$ cat src/rtl/selftest_pkg.sv
package selftest_pkg;
    localparam int SIG_W    = 16;
    localparam logic [SIG_W-1:0] SIG_POLY = 16'h1021;
    localparam logic [SIG_W-1:0] SIG_SEED = 16'hFFFF;
    localparam int FLAG_ROM  = 2;
    localparam int FLAG_REG  = 3;
    localparam int FLAG_DIAG = 5;
    localparam int FLAG_ANY  = 12;

    typedef enum logic [2:0] {
        ST_IDLE, ST_ROM_RD, ST_ROM_CMP, ST_REG_WR,
        ST_REG_RD, ST_DIAG, ST_WRITE, ST_DONE
    } st_e;
endpackage

$ cat src/rtl/rom_model.sv
module rom_model #(
    parameter int ROM_DEPTH = 64,
    parameter int ROM_SALT  = 16'h3C5A,
    localparam int AW = $clog2(ROM_DEPTH)
) (
    input  logic [AW-1:0] addr,
    output logic [15:0]   word
);
    localparam logic [31:0] MUL = 32'h0000_9E37;
    logic [31:0] prod;
    always_comb begin
        prod = 32'(addr) * MUL;
        word = prod[15:0] ^ 16'(ROM_SALT);
    end
endmodule

$ cat src/rtl/sig_misr.sv
module sig_misr
    import selftest_pkg::*;
(
    input  logic             clk,
    input  logic             rst_n,
    input  logic             init,
    input  logic             en,
    input  logic [SIG_W-1:0] din,
    output logic [SIG_W-1:0] sig
);
    logic [SIG_W-1:0] nxt;
    always_comb begin
        nxt = {sig[SIG_W-2:0], 1'b0} ^ (sig[SIG_W-1] ? SIG_POLY : '0) ^ din;
    end
    always_ff @(posedge clk or negedge rst_n) begin
        if (!rst_n)    sig <= SIG_SEED;
        else if (init) sig <= SIG_SEED;
        else if (en)   sig <= nxt;
    end
endmodule

$ cat src/rtl/reg_bank.sv
module reg_bank #(
    parameter int REG_COUNT = 4,
    parameter int REG_W     = 16,
    parameter int REG_STUCK = 0
) (
    input  logic             clk,
    input  logic             rst_n,
    input  logic             we,
    input  logic [REG_W-1:0] wdata,
    input  logic [REG_W-1:0] pat,
    output logic             mismatch
);
    logic [REG_W-1:0] regs [REG_COUNT];
    for (genvar i = 0; i < REG_COUNT; i++) begin : g_reg
        if (i == 0) begin : g_stuck
            always_ff @(posedge clk or negedge rst_n) begin
                if (!rst_n)  regs[i] <= '0;
                else if (we) regs[i] <= wdata & ~REG_W'(REG_STUCK);
            end
        end else begin : g_plain
            always_ff @(posedge clk or negedge rst_n) begin
                if (!rst_n)  regs[i] <= '0;
                else if (we) regs[i] <= wdata;
            end
        end
    end
    always_comb begin
        mismatch = 1'b0;
        for (int i = 0; i < REG_COUNT; i++) begin
            if (regs[i] != pat) mismatch = 1'b1;
        end
    end
endmodule

$ cat src/rtl/rom_selftest_seq.sv
module rom_selftest_seq
    import selftest_pkg::*;
#(
    parameter int ROM_DEPTH = 64,
    parameter int ROM_SALT  = 16'h3C5A,
    parameter int GOLD_SIG  = 16'h0000,
    parameter int REG_COUNT = 4,
    parameter int REG_W     = 16,
    parameter int REG_STUCK = 0,
    parameter int DIAG_TMO  = 1024
) (
    input  logic        clk,
    input  logic        rst_n,
    input  logic        start_i,
    input  logic [31:0] ptr_i,
    output logic        diag_req_o,
    input  logic        diag_ack_i,
    input  logic        diag_fail_i,
    output logic        wr_req_o,
    output logic [31:0] wr_addr_o,
    output logic [31:0] wr_data_o,
    input  logic        wr_ack_i,
    output logic        done_o
);
    localparam int AW = $clog2(ROM_DEPTH);
    localparam int TW = $clog2(DIAG_TMO) + 1;
    localparam logic [AW-1:0] ADDR_LAST = AW'(ROM_DEPTH - 1);
    localparam logic [TW-1:0] TMR_LAST  = TW'(DIAG_TMO - 1);
    localparam logic [REG_W-1:0] PAT_A  = {(REG_W/2){2'b01}};

    st_e state, state_nxt;
    logic [31:0]      ptr_q;
    logic [AW-1:0]    addr_q;
    logic             pass_q;
    logic [TW-1:0]    tmr_q;
    logic             rom_fail_q, reg_fail_q, diag_fail_q;
    logic [15:0]      rom_word;
    logic [SIG_W-1:0] sig;
    logic             reg_mis;
    logic [REG_W-1:0] pat;
    logic             take_start;

    assign take_start = (state == ST_IDLE) && start_i;
    assign pat        = pass_q ? ~PAT_A : PAT_A;

    rom_model #(.ROM_DEPTH(ROM_DEPTH), .ROM_SALT(ROM_SALT)) u_rom (
        .addr(addr_q), .word(rom_word)
    );

    sig_misr u_misr (
        .clk(clk), .rst_n(rst_n), .init(take_start),
        .en(state == ST_ROM_RD), .din(rom_word), .sig(sig)
    );

    reg_bank #(.REG_COUNT(REG_COUNT), .REG_W(REG_W), .REG_STUCK(REG_STUCK)) u_regs (
        .clk(clk), .rst_n(rst_n), .we(state == ST_REG_WR),
        .wdata(pat), .pat(pat), .mismatch(reg_mis)
    );

    // state register
    always_ff @(posedge clk or negedge rst_n) begin
        if (!rst_n) state <= ST_IDLE;
        else        state <= state_nxt;
    end

    // next-state decision
    always_comb begin
        state_nxt = state;
        unique case (state)
            ST_IDLE:    if (start_i) state_nxt = ST_ROM_RD;
            ST_ROM_RD:  if (addr_q == ADDR_LAST) state_nxt = ST_ROM_CMP;
            ST_ROM_CMP: state_nxt = ST_REG_WR;
            ST_REG_WR:  state_nxt = ST_REG_RD;
            ST_REG_RD:  state_nxt = pass_q ? ST_DIAG : ST_REG_WR;
            ST_DIAG:    if (diag_ack_i || tmr_q == TMR_LAST) state_nxt = ST_WRITE;
            ST_WRITE:   if (wr_ack_i) state_nxt = ST_DONE;
            ST_DONE:    state_nxt = ST_IDLE;
            default:    state_nxt = ST_IDLE;
        endcase
    end

    // datapath registers
    always_ff @(posedge clk or negedge rst_n) begin
        if (!rst_n) begin
            ptr_q       <= '0;
            addr_q      <= '0;
            pass_q      <= 1'b0;
            tmr_q       <= '0;
            rom_fail_q  <= 1'b0;
            reg_fail_q  <= 1'b0;
            diag_fail_q <= 1'b0;
        end else begin
            unique case (state)
                ST_IDLE: if (start_i) begin
                    ptr_q       <= ptr_i;
                    addr_q      <= '0;
                    pass_q      <= 1'b0;
                    tmr_q       <= '0;
                    rom_fail_q  <= 1'b0;
                    reg_fail_q  <= 1'b0;
                    diag_fail_q <= 1'b0;
                end
                ST_ROM_RD:  addr_q <= addr_q + 1'b1;
                ST_ROM_CMP: rom_fail_q <= (sig != SIG_W'(GOLD_SIG));
                ST_REG_WR:  ;
                ST_REG_RD: begin
                    reg_fail_q <= reg_fail_q | reg_mis;
                    pass_q     <= 1'b1;
                end
                ST_DIAG: begin
                    if (diag_ack_i)             diag_fail_q <= diag_fail_i;
                    else if (tmr_q == TMR_LAST) diag_fail_q <= 1'b1;
                    else                        tmr_q <= tmr_q + 1'b1;
                end
                ST_WRITE, ST_DONE: ;
                default: ;
            endcase
        end
    end

    // outputs
    always_comb begin
        diag_req_o = 1'b0;
        wr_req_o   = 1'b0;
        done_o     = 1'b0;
        wr_addr_o  = {ptr_q[31:4], 4'b0000};
        wr_data_o  = '0;
        wr_data_o[31:16]     = sig;
        wr_data_o[FLAG_ROM]  = rom_fail_q;
        wr_data_o[FLAG_REG]  = reg_fail_q;
        wr_data_o[FLAG_DIAG] = diag_fail_q;
        wr_data_o[FLAG_ANY]  = rom_fail_q | reg_fail_q | diag_fail_q;
        unique case (state)
            ST_DIAG:  diag_req_o = 1'b1;
            ST_WRITE: wr_req_o   = 1'b1;
            ST_DONE:  done_o     = 1'b1;
            default:  ;
        endcase
    end
endmodule

$ cat config.mk
export PLATFORM = sky130hd
export DESIGN_NAME = rom_selftest_seq
export DESIGN_NICKNAME = d
export VERILOG_FILES = /design/src/rtl/selftest_pkg.sv /design/src/rtl/rom_model.sv /design/src/rtl/sig_misr.sv /design/src/rtl/reg_bank.sv /design/src/rtl/rom_selftest_seq.sv
export SDC_FILE = /design/constraint.sdc
export NUM_CORES = 1
export LEC_CHECK = 0
export BUFFER_PORTS_ARGS = -buffer_cell sky130_fd_sc_hd__buf_2
export CAP_MARGIN = 20
export CORE_ASPECT_RATIO = 0.9
export CORE_UTILIZATION = 59
export CTS_CLUSTER_SIZE = 8
export DETAILED_ROUTE_END_ITERATION = 8
export GPL_ROUTABILITY_DRIVEN = 0
export GPL_TIMING_DRIVEN = 0
export PLACE_DENSITY = 0.83
export SYNTH_ARGS = -nofsm -noshare
export SYNTH_HDL_FRONTEND = slang
export SYNTH_SLANG_ARGS = --single-unit
$ cat constraint.sdc
create_clock -name clk -period 8.03 [get_ports clk]
set_input_delay 0.4015 -clock clk [delete_from_list [all_inputs] [get_ports clk]]
set_output_delay 0.4015 -clock clk [all_outputs]
set_load 0.05 [all_outputs]
-- Word level (Yosys, flattened, before mapping)
Cells that the tools add are included.
- equal/unequal tests: 17
- $mul: 1
- add/sub/neg operators: 2
- bitwise operators: 6
- reduce and logical (&&, ||, !) cells: 16
- muxes and demuxes: 27
- operators with widths (operator ; count):
    2-to-1 mux 16 bit ; 3
    2-to-1 mux 11 bit ; 3
    XOR 16 bit ; 2
    case mux 3 bit (8 select lines) ; 1
    case mux 11 bit (2 select lines) ; 1
    multiplier 6 x 16 -> 16 bit, second input constant ; 1
    != test 16 bit ; 1
    nonzero test 16 bit ; 1
    2-to-1 mux 3 bit ; 5
    2-to-1 mux 13 bit ; 1
    equality test 3 bit, second input constant ; 4
    != test 2 bit, second input constant ; 6
    case mux 6 bit (2 select lines) ; 1
    adder 11 x 1 -> 11 bit, second input constant ; 1
    equality test 11 x 10 -> 1 bit, second input constant ; 1
    nonzero test 2 bit ; 5
    inverter 8 bit ; 1
    case mux 1 bit (2 select lines) ; 4
    AND reduction 2 bit ; 4
    AND reduction 4 bit ; 2
    2-to-1 mux 1 bit ; 7
    adder 6 x 1 -> 6 bit, second input constant ; 1
    equality test 3 x 2 -> 1 bit, second input constant ; 2
    equality test 6 bit, second input constant ; 1
    8 further kinds ; 10
- register bits: 88
- input port bits: 38

-- Depth between registers and ports, before layout
Gate-level depths: netlist (run 1).
- word-level depth: 5
- depth in mapped cells: 14
- mapped depth without buffers: 14

-- Cells and area by module
A second synthesis (run 1) with hierarchy kept.
- cell total of the unflattened synthesis: 493
- area total of the unflattened synthesis: 5455.2 um^2
- by module, submodules not included (module ; sequential area each (um^2) ; instances ; area an instance (um^2) ; cells each):
    rom_selftest_seq ; 1301.2 ; 1 ; 2601.2 ; 238
    rom_model ; 0.0 ; 1 ; 1177.4 ; 131
    sig_misr ; 420.4 ; 1 ; 855.8 ; 69
    reg_bank ; 400.4 ; 1 ; 820.8 ; 55

-- Worst setup path before layout (run 1)
No wires, ideal clock.
- path kind: register -> register
- start: register addr_q[3]
- end: register u_misr.sig[11]
- arrival time: 3.395 ns
- period minus slack after synthesis: 3.468 ns
- cell stages (with the launch flop): 13
- setup slack: 4.562 ns
- cells stage by stage: dfrtp_1 inv_1 fa_1 fa_1 fa_1 inv_1 ha_1 nor2b_1 o2111ai_1 nand3_1 a31oi_1 xnor2_1 a21oi_1
- cells in the longest elaborated chain, start to end: 5
- ends and longest elaborated chain (what ; RTL line ; source):
    start, declared ; rom_selftest_seq.sv:33 ; logic [AW-1:0] addr_q;
    start signal, assigned ; rom_selftest_seq.sv:103 ; ST_ROM_RD: addr_q <= addr_q + 1'b1;
    multiplier 6 x 16 -> 16 bit ; rom_model.sv:12 ; prod = 32'(addr) * MUL;
    inverter 8 bit (no source line) ; n/a ;
    XOR 16 bit ; sig_misr.sv:13 ; nxt = {sig[SIG_W-2:0], 1'b0} ^ (sig[SIG_W-1] ? SIG_POLY : '0) ^ din;
    2-to-1 mux 16 bit ; sig_misr.sv:18 ; else if (en) sig <= nxt;
    2-to-1 mux 16 bit ; sig_misr.sv:17 ; else if (init) sig <= SIG_SEED;
    end signal, assigned ; sig_misr.sv:18 ;
    end, declared ; sig_misr.sv:9 ; output logic [SIG_W-1:0] sig
No other way between the ends. The select of a mux whose other input is x is not followed.
A chain may end at the register's enable or synchronous reset.

-- Final worst setup path (run 1)
- start: register addr_q[3]
- end: register u_misr.sig[15]
- cells in the longest elaborated chain, start to end: 4
- ends and longest elaborated chain (what ; RTL line):
    multiplier 6 x 16 -> 16 bit ; rom_model.sv:12
    XOR 16 bit ; sig_misr.sv:13
    2-to-1 mux 16 bit ; sig_misr.sv:18
    2-to-1 mux 16 bit ; sig_misr.sv:17
No other way between the ends. The select of a mux whose other input is x is not followed.

==> flow_metrics.py, run 1 <==
metrics = {
    "global_routing": {
        "grt_usage_pct": 29.69,
        "grt_overflow_total": 0,
        "grt_pass1_wl_microns": 18170,
        "grt_pass1_vias": 3883,
        "grt_max_degree": 71,
        "antenna_found_initial": 0,
    },
    "sta": {
        "min_period_ps": 3943,
        "maxSlewHeadroom_pct": 39.24,
        "final_hold_viol_count": 0,
        "worst_slack_ps": 4087,
        "fmax_mhz": 253.6,
        "setup_viol": 0,
        "fin_hold_ws_ps": 138.3,
        "drv_slew": 0,
        "rsz0062_at_grt": "no",
        "fin_skew_ps": 10.95,
        "fin_setup_tns_ps": 0,
        "tightest_slew_ps": 904.5,
        "post-route-period-util_pct": 49.10,
    },
    "floorplan": {
        "die_x_microns": 94.49,
        "initial_core_util_pct": 62.59,
        "die_area_sq_um": 8053,
        "pin_count": 105,
        "die_h_microns": 85.24,
        "core_sq_um": 7257,
        "placement_rows": 29,
    },
    "placed_design": {
        "dp.cells": 687,
        "port_buffers": 84,
        "dp_slack_ps": 4183,
        "hpwl_microns": 7951,
    },
    "run_status": {
        "status": "finished clean",
    },
    "synthesis": {
        "ys_seq_area_share_pct": 39.01,
        "yosys.area_share.simple_pct": 18.07,
        "syn_area_sq_um": 4542,
        "avgSynthCellArea_sq_um": 9.175,
        "synth_fa_ha_area_share_pct": 15.43,
        "synth_mux_area_share_pct": 0.2479,
        "synth_compound_area_share_pct": 10.22,
        "synthCells": 495,
        "ys_types": 53,
        "ys_ff_latch": 70,
        "synth_async_sr_flop_share_pct": 100.0,
        "synth_edf_count": 0,
        "synth_warnings": 0,
        "synth_xor_area_share_pct": 7.713,
        "synthFlopType": "dfrtp_1",
        "synth_top_family_by_area": "simple AND/OR/NAND/NOR gates",
    },
    "job": {
        "cap_violations": 0,
    },
    "clocking": {
        "cts_setup_buffers": 0,
        "cts.path.max_buffers": 2,
        "ctsHoldBuffers": 0,
        "cts_root_buf": "clkbuf_8",
        "cts_buffers": 9,
        "cts_tree": "done",
        "cts_num_sinks": 70,
        "ctsResizeCount": 0,
        "cts-htree-levels": 3,
        "clkLatencyLatePin_ps": 340,
        "clkTransAtPathRegs_ps": 80,
    },
    "route": {
        "route.vias.total": 3804,
        "routedWlPerCell_microns": 15.49,
        "detail-route-antenna-nets": 0,
        "drc": 0,
        "drt_pass1_iterations": 5,
        "vias_per_cell": 5.411,
        "routed_wl_microns": 10890,
        "drt_iter0_markers": 222,
    },
    "layout": {
        "stdcell_count": 703,
        "antenna_cells": 0,
        "fin_nets": 690,
        "area_growth_pct": 18.04,
        "drive_gt1_share_pct": 25.25,
    },
    "critical_path": {
        "crit_required_ps": 8300,
        "worstSetupPathType": "flip-flop to flip-flop",
        "worstSetupEndpointType": "flip-flop",
        "setup.worst_path.start_class": "flip-flop",
        "crit_arrival_ps": 4210,
        "crit_fanout": 7,
    },
    "min_path": {
        "hold_class": "primary input to asynchronous set/reset pin",
    },
}
## metal layers
| layer | global-route usage (%) | share of wire [%] | wire [microns] | vias to the layer above |
|---|---|---|---|---|
| met4 | 10.47 | 2.1 | 233 | 0 |
| met5 | 0 | 0 | 0 | - |
| li1 | - | - | - | 1808 |
| met2 | 48.16 | 47 | 5165 | 207 |
| met1 | 39.14 | 42 | 4555 | 1763 |
| met3 | 6.989 | 8.6 | 936 | 26 |
## critical path, stage by stage (launching register included)
cell and delay [ps]:
dfrtp_1 500, inv_1 140, fa_1 600, fa_1 560, fa_1 550, inv_1 40
ha_1 330, nor2b_1 170, o2111ai_1 180, nand3_1 250, a21oi_1 250, nand3_1 100
a31oi_1 190
## area by class of cell
cell class / instances / area [sq um]
multi-input combinational: 358 / 2407
sequential: 70 / 1772
clock buffer: 11 / 141.4
clock inverter: 5 / 82.58
buffer: 36 / 246.5
timing repair buffer: 84 / 422.9
fill: 543 / 1896
tap: 93 / 116.4
inverter: 46 / 172.7
## cell usage after synthesis, types with 13 or more instances
| cell type | number | area, sq um |
|---|---|---|
| nand2_1 | 110 | 412.9 |
| dfstp_2 | 16 | 420.4 |
| nor2_1 | 19 | 71.32 |
| inv_1 | 45 | 168.9 |
| o21ai_0 | 24 | 120.1 |
| nand3_1 | 13 | 65.06 |
| fa_1 | 15 | 300.3 |
| xnor2_1 | 24 | 210.2 |
| ha_1 | 32 | 400.4 |
| xor2_1 | 16 | 140.1 |
| buf_4 | 19 | 142.6 |
| a21oi_1 | 18 | 90.09 |
| dfrtp_1 | 54 | 1351 |
## path summary, 6_finish.rpt
check                      cells after the start        endpoint       from  slack [ps]
max                                           12  u_misr.sig[15]  addr_q[3]        4090
min                                            1       addr_q[2]      rst_n         140
max reg2reg                                   12  u_misr.sig[15]  addr_q[3]        4090
min reg2reg                                    2       ptr_q[29]  ptr_q[29]         470
max in group asynchronous                      1       ptr_q[17]      rst_n        7280
min in group clk                               3       ptr_q[16]  ptr_i[16]         240
## sequential cells by signal (all words and copies together) (netlist names)
register / cells
addr_q: 6
tmr_q: 11
u_misr.sig: 16
reg_fail_q: 1
diag_fail_q: 1
pass_q: 1
ptr_q: 28
rom_fail_q: 1
u_regs.regs: 2
state: 3
## stage by stage
step           cell area (sq um)  util [%]
2_1_floorplan               4598         -
3_3_place_gp                5135     70.76
3_5_place_dp                5137     70.79
4_1_cts                     5361     73.88
5_1_grt                     5361     73.88
6_report                    5361     73.88
## logic make-up (layout without fill, tap and decap cells)
family	Yosys count	count (layout)
AO/OA/AOI/OAI	74	74
XOR/XNOR	40	40
adder cells (fa/ha/maj)	47	47
buffers and inverters	82	182
flip-flops	70	70
multiplexers	1	1
other	1	16
AND/OR/NAND/NOR	180	180
## layout by cell type (no fill, tap or decap), types with 2 or more instances in the layout
cell type,count
a21oi_1,18
nor2_1,19
nor2b_1,2
nor3_1,10
xor2_1,16
conb_1,16
clkinv_4,2
nand3_1,13
ha_1,32
clkbuf_8,12
buf_4,20
bufinv_16,2
buf_6,2
nand3b_1,2
dfrtp_1,54
o211ai_1,7
clkbuf_1,10
and2_1,2
nand2_1,110
nor3b_1,2
fa_1,15
nand4_1,3
o21ai_0,24
dfstp_2,16
a31oi_1,6
a21o_1,6
buf_2,87
or3_1,2
inv_1,45
xnor2_1,24
nor4_1,4
nand2b_1,3
Power of run 1 is left out: the tool's default activity adds up to more than one toggle a clock period on the data nets, which glitch-free logic cannot reach.
==> run 2: changes to the inputs <==
- ABC_AREA: unset -> 1
- CORE_UTILIZATION: 59 -> 56
- PLACE_DENSITY: 0.83 -> 0.79
- clock period: 8.03 -> 3.9 ns (I/O delays scaled with it)
==> run 2 against run 1 <==
Net effect: worst setup slack worse by 3800 ps; clock skew is 2.1 ps higher; worst hold slack worse by 110 ps; global-route usage is 2.7 points lower; non-clock buffer count is 5 lower; maximum frequency is 9.2% higher; critical path depth is 1 higher; first-iteration DRC count is 17% lower; flip-flop and latch count stayed put; cell area is 8.4% higher; synthesized area is 8.9% higher; critical endpoint is now u_misr.sig[10]; highest routed layer unchanged.
==> flow_metrics.py, run 2 <==
metrics = {
    "run_status": {
        "status": "finished clean",
    },
    "route": {
        "drt_iter0_markers": 184,
        "drt_pass1_iterations": 5,
        "vias_per_cell": 4.949,
        "routed_wl_microns": 11310,
        "wl_met3_microns": 684,
        "routedWlPerCell_microns": 12.92,
        "dr.max_layer_used": "met4",
        "drt-met1-wl_microns": 5131,
        "route.vias.total": 4330,
        "detail-route-antenna-nets": 0,
        "drc": 0,
        "dr_wl_met2_microns": 5342,
    },
    "critical_path": {
        "crit_required_ps": 4200,
        "rrSetupSlack_ps": 290,
        "crit_arrival_ps": 3910,
        "reg2reg_depth": 13,
        "setup.worst_path.start_class": "flip-flop",
        "r2r_end": "u_misr.sig[10]",
        "reg2reg_from": "addr_q[3]",
        "worstSetupPathType": "flip-flop to flip-flop",
        "crit_fanout": 8,
        "worstSetupEndpointType": "flip-flop",
    },
    "sta": {
        "fin_setup_tns_ps": 0,
        "maxSlewHeadroom_pct": 41.38,
        "tightest_slew_ps": 879.3,
        "final_hold_viol_count": 0,
        "drv_slew": 0,
        "min_period_ps": 3609,
        "rsz0062_at_grt": "no",
        "fin_skew_ps": 13.07,
        "setup_viol": 0,
        "fmax_mhz": 277.1,
        "post-route-period-util_pct": 92.54,
    },
    "synthesis": {
        "avgSynthCellArea_sq_um": 7.728,
        "synth_most_common_cell": "nand2_1",
        "synth_async_sr_flop_share_pct": 100.0,
        "syn_area_sq_um": 4946,
        "yosysTopAreaCellShare_pct": 27.32,
        "synth_warnings": 0,
        "ys_ff_latch": 70,
        "yosysTopAreaCell": "dfrtp_1",
        "synthFlopType": "dfrtp_1",
        "synthTopCellsByArea": "dfrtp_1 27%, nand2_1 16%, dfstp_2 8.5%, ha_1 8.1%, inv_1 8.0%",
        "synthTopCellsByCount": "207 x nand2_1, 105 x inv_1, 54 x dfrtp_1, 37 x nor2_1, 32 x ha_1",
        "ys_seq_area_share_pct": 35.82,
        "synth_edf_count": 0,
        "ys_types": 42,
        "synthCells": 640,
    },
    "floorplan": {
        "die_area_sq_um": 9213,
        "initial_core_util_pct": 57.72,
        "die_x_microns": 101.1,
        "die_h_microns": 91.16,
        "core_sq_um": 8568,
        "placement_rows": 32,
        "pin_count": 105,
    },
    "placed_design": {
        "port_buffers": 84,
        "hpwl_microns": 8742,
    },
    "layout": {
        "top_regs": "ptr_q (28), u_misr.sig (16), tmr_q (11)",
        "largest_reg_flops": 28,
        "final_cell_mix": "207 x nand2_1, 105 x inv_1, 91 x buf_2",
        "drive_gt1_share_pct": 22.62,
        "top_register": "ptr_q",
        "fin_nets": 836,
        "antenna_cells": 0,
        "fill_cells": 757,
        "area_growth_pct": 17.51,
        "final_common_cell": "nand2_1",
    },
    "global_routing": {
        "antenna_found_initial": 0,
        "grt_usage_pct": 26.98,
        "grt_pass1_vias": 4211,
        "grt_max_degree": 71,
        "grt_pass1_wl_microns": 19430,
        "grt_overflow_total": 0,
    },
    "clocking": {
        "cts_tree": "done",
        "cts-htree-levels": 3,
        "clkLatencyLatePin_ps": 360,
        "clkTransAtPathRegs_ps": 90,
        "cts.path.max_buffers": 2,
        "cts_root_buf": "clkbuf_8",
        "cts_num_sinks": 70,
        "cts_buffers": 9,
        "cts_setup_buffers": 0,
    },
    "min_path": {
        "hp-start": "ptr_i[15]",
        "whs_path_depth": 3,
        "hold_end": "ptr_q[15]",
        "hold_class": "primary input to flip-flop",
    },
    "job": {
        "cap_violations": 0,
    },
}
run 2: cell count changes in the layout (fill, tap and decap cells not counted), moves of 10 or more:
cell,previous run,this run
clkbuf_1,10,0
inv_1,45,105
nand2_1,110,207
nand3_1,13,25
nor2_1,19,37
o21ai_0,24,10
xnor2_1,24,11
run 2: layout make-up:
type	instances	area, sq um	share of cell area (%)
Clock inverter	7	102.6	1.765
Multi-Input combinational cell	441	2586	44.50
Sequential cell	70	1773	30.51
Buffer	30	216.5	3.724
Clock buffer	9	123.9	2.131
Timing Repair Buffer	85	432.9	7.449
Tap cell	119	148.9	2.562
Inverter	114	427.9	7.363
run 2: how the worst max path moves through the flow:
stage	start	endpoint	slack, ps	depth (start not counted)
finish	addr_q[3]	u_misr.sig[10]	290	13
global route	addr_q[3]	u_misr.sig[10]	60	13
CTS	addr_q[3]	u_misr.sig[10]	190	13
detailed placement	addr_q[3]	u_misr.sig[10]	230	13
global placement	addr_q[3]	u_misr.sig[10]	200	13
floorplan	addr_q[3]	u_misr.sig[10]	590	13
run 2: routing by layer:
metal | GRT usage [%] | vias to the layer above
met5 | 0 | -
met4 | 7.729 | 0
met3 | 6.390 | 16
met2 | 43.20 | 119
met1 | 36.37 | 2021
li1 | - | 2174
run 2: per-stage QoR:
| stage | utilization [%] | worst slack (ps) | hold WS [ps] | cells | instance area, sq um |
|---|---|---|---|---|---|
| 5_1_grt | 67.83 | 55.20 | 27.13 | 875 | 5812 |
| 4_1_cts | 67.82 | 186.4 | 15.79 | 875 | 5811 |
| 2_1_floorplan | - | 588.1 | -100.6 | 655 | 5002 |
| 6_report | 67.83 | 290.9 | 25.35 | 875 | 5812 |
| 3_5_place_dp | 65.06 | 228.9 | 375.6 | 858 | 5574 |
| 3_3_place_gp | 65.03 | 204.4 | 394.5 | 858 | 5572 |
run 2: repair_timing:
action | 4_1_cts | 5_1_grt
resized for setup | 0 | 1
endpoints found under the setup margin | 0 | 4
hold buffers | 1 | 0
hold endpoints to repair | 35 | 0
run 2: cells by family after synthesis:
| group | count (synthesis) | share of synthesized area (%) |
|---|---|---|
| buffers and inverters | 144 | 13.03 |
| adders and majority gates | 47 | 14.17 |
| DFF | 70 | 35.82 |
| and+or+nand+nor | 301 | 25.80 |
| xor gates and xnor gates | 24 | 4.250 |
| AOI/OAI and AO/OA | 53 | 6.856 |
| other | 1 | 0.07582 |
run 2: worst max-delay path: stages, from the launching register on:
cell,delay (ps)
dfrtp_2,480
inv_1,110
fa_1,600
fa_1,550
fa_1,560
inv_1,50
ha_1,370
nand2_1,120
nand3_1,170
nand2_1,100
nand3_1,90
and2_1,150
o21bai_1,140
inv_1,60
Power of run 2 is left out for the same reason.
==> run 3: changes to the inputs <==
- BUFFER_PORTS_ARGS: -buffer_cell sky130_fd_sc_hd__buf_2 -> unset
- CORE_UTILIZATION: 56 -> 60
- DONT_BUFFER_PORTS: unset -> 1
- PLACE_DENSITY: 0.79 -> 0.73
==> run 3 against run 2 <==
Net effect: the flow now finishes with violations (design-rule violations); cell area shrank 2.1%; utilization up 3.0 points; via count fell by 3.8%; global-route usage rose by 1.1 points; register-to-register slack is essentially flat; clock skew increased by 2.2 ps; first-iteration DRC count is 1.1% higher; non-clock buffer count shrank 55; highest routed layer unchanged; die area shrank 6.5%; count of clock-buffer cells in the layout unchanged; worst hold slack gained 16 ps.
==> flow_metrics.py, run 3 (synthesized netlist as in run 2, its figures left out) <==
metrics = {
    "run_status": {
        "status": "finished, violations left",
        "violations": "design-rule violations",
    },
    "clocking": {
        "clkLatencyLatePin_ps": 350,
        "cts.path.max_buffers": 2,
        "cts_setup_buffers": 0,
        "clkTransAtPathRegs_ps": 80,
        "cts_num_sinks": 70,
        "cts_buffers": 9,
        "cts_tree": "done",
        "cts_root_buf": "clkbuf_8",
        "cts-htree-levels": 3,
    },
    "route": {
        "drt_iter0_markers": 186,
        "routed_wl_microns": 11620,
        "drt_pass1_iterations": 7,
        "drc": 7,
        "detail-route-antenna-nets": 0,
        "routedWlPerCell_microns": 14.52,
        "route.vias.total": 4164,
        "vias_per_cell": 5.205,
    },
    "layout": {
        "largest_reg_flops": 28,
        "stdcell_area_sq_um": 5690,
        "area_growth_pct": 15.05,
        "fin_nets": 781,
        "top_register": "ptr_q",
        "final_common_cell": "nand2_1",
        "top_regs": "ptr_q (28), u_misr.sig (16), tmr_q (11)",
        "antenna_cells": 0,
        "final_cell_mix": "207 x nand2_1, 105 x inv_1, 53 x dfrtp_1",
        "stdcell_count": 800,
        "drive_gt1_share_pct": 12.55,
    },
    "critical_path": {
        "slowest_delay_ps": 590,
        "reg2reg_from": "addr_q[3]",
        "cp_cell_sequence": "inv_1 -> fa_1 -> fa_1 -> fa_1 -> inv_1 -> ha_1 -> nand2_1 -> nand3_1 -> a21oi_1 -> nand2_1 -> nand2_1 -> o22ai_2 -> inv_1",
        "worstSetupEndpointType": "flip-flop",
        "r2r_end": "u_misr.sig[8]",
        "worstSetupPathType": "flip-flop to flip-flop",
        "cp_top_family": "adder cells",
        "crit_arrival_ps": 3900,
        "cp_slowest_cell": "fa_1",
        "cp_num_buf_inv": 3,
        "reg2reg_depth": 13,
        "crit_required_ps": 4190,
        "rrSetupSlack_ps": 280,
        "setup.worst_path.start_class": "flip-flop",
        "crit_fanout": 8,
    },
    "sta": {
        "setup_viol": 0,
        "fin_setup_tns_ps": 0,
        "final_hold_viol_count": 0,
        "rsz0062_at_grt": "no",
        "post-route-period-util_pct": 92.73,
        "fin_skew_ps": 15.29,
        "drv_slew": 0,
        "fin_hold_ws_ps": 41.68,
        "min_period_ps": 3616,
        "fmax_mhz": 276.5,
        "maxSlewHeadroom_pct": 36.86,
        "tightest_slew_ps": 943.6,
    },
    "global_routing": {
        "antenna_found_initial": 0,
        "grt_usage_pct": 28.12,
        "grt_overflow_total": 0,
        "grt_pass1_wl_microns": 18840,
        "grt_pass1_vias": 4037,
        "grt_max_degree": 71,
    },
    "placed_design": {
        "dp.cells": 754,
        "port_buffers": 0,
        "dpl_cell_area_sq_um": 5126,
        "hpwl_microns": 8525,
    },
    "job": {
        "cap_violations": 0,
    },
    "floorplan": {
        "die_x_microns": 97.71,
        "initial_core_util_pct": 61.60,
        "placement_rows": 31,
        "die_h_microns": 88.14,
        "core_sq_um": 8029,
        "die_area_sq_um": 8611,
        "pin_count": 105,
    },
    "min_path": {
        "hold_end": "state[1]",
        "hold_class": "primary input to flip-flop",
        "hp-start": "wr_ack_i",
        "whs_path_depth": 3,
    },
}
run 3: how the worst max path moves through the flow:
| stage | from | endpoint | slack [ps] | cells past startpoint |
|---|---|---|---|---|
| 2_1_floorplan | addr_q[3] | u_misr.sig[10] | 590 | 13 |
| 3_3_place_gp | addr_q[3] | u_misr.sig[10] | 250 | 13 |
| 3_5_place_dp | addr_q[3] | u_misr.sig[10] | 210 | 13 |
| 4_1_cts | addr_q[3] | u_misr.sig[8] | 190 | 13 |
| 5_1_grt | addr_q[3] | u_misr.sig[8] | 60 | 13 |
| 6_report | addr_q[3] | u_misr.sig[8] | 280 | 13 |
run 3: layout make-up:
| class | instances | area (sq um) |
|---|---|---|
| buffer | 30 | 216.5 |
| clock buffer | 9 | 123.9 |
| clock inverter | 7 | 121.4 |
| fill | 617 | 2338 |
| inverter | 114 | 427.9 |
| multi-input combinational | 441 | 2586 |
| sequential | 70 | 1773 |
| tap | 99 | 123.9 |
| timing repair buffer | 30 | 317.8 |
run 3: layer usage:
layer / vias to the layer above / part of all wire [%] / global-route usage (%) / wire length (microns)
met2: 142 / 49 / 48.94 / 5651
met3: 11 / 6.8 / 5.906 / 791
met5: - / 0 / 0 / 0
li1: 2063 / - / - / -
met4: 0 / 0.98 / 8.127 / 114
met1: 1948 / 44 / 35.94 / 5057
run 3: through the flow:
stage | util [%] | setup slack [ps]
6_report | 70.87 | 283.6
3_5_place_dp | 63.85 | 206.0
5_1_grt | 70.87 | 63.72
3_3_place_gp | 63.85 | 251.1
4_1_cts | 70.86 | 186.1
2_1_floorplan | - | 588.1
run 3: worst min-delay path, cell delays in order:
cell and delay [ps]:
nor2_1 20, inv_1 70, nand2_1 60
run 3: what timing repair did:
| item | CTS | global route |
|---|---|---|
| hold buffers | 30 | 0 |
| gates resized for setup | 0 | 1 |
| endpoints found under the setup margin | 0 | 4 |
| endpoints found under the hold margin | 98 | 0 |
Power of run 3 is left out for the same reason.
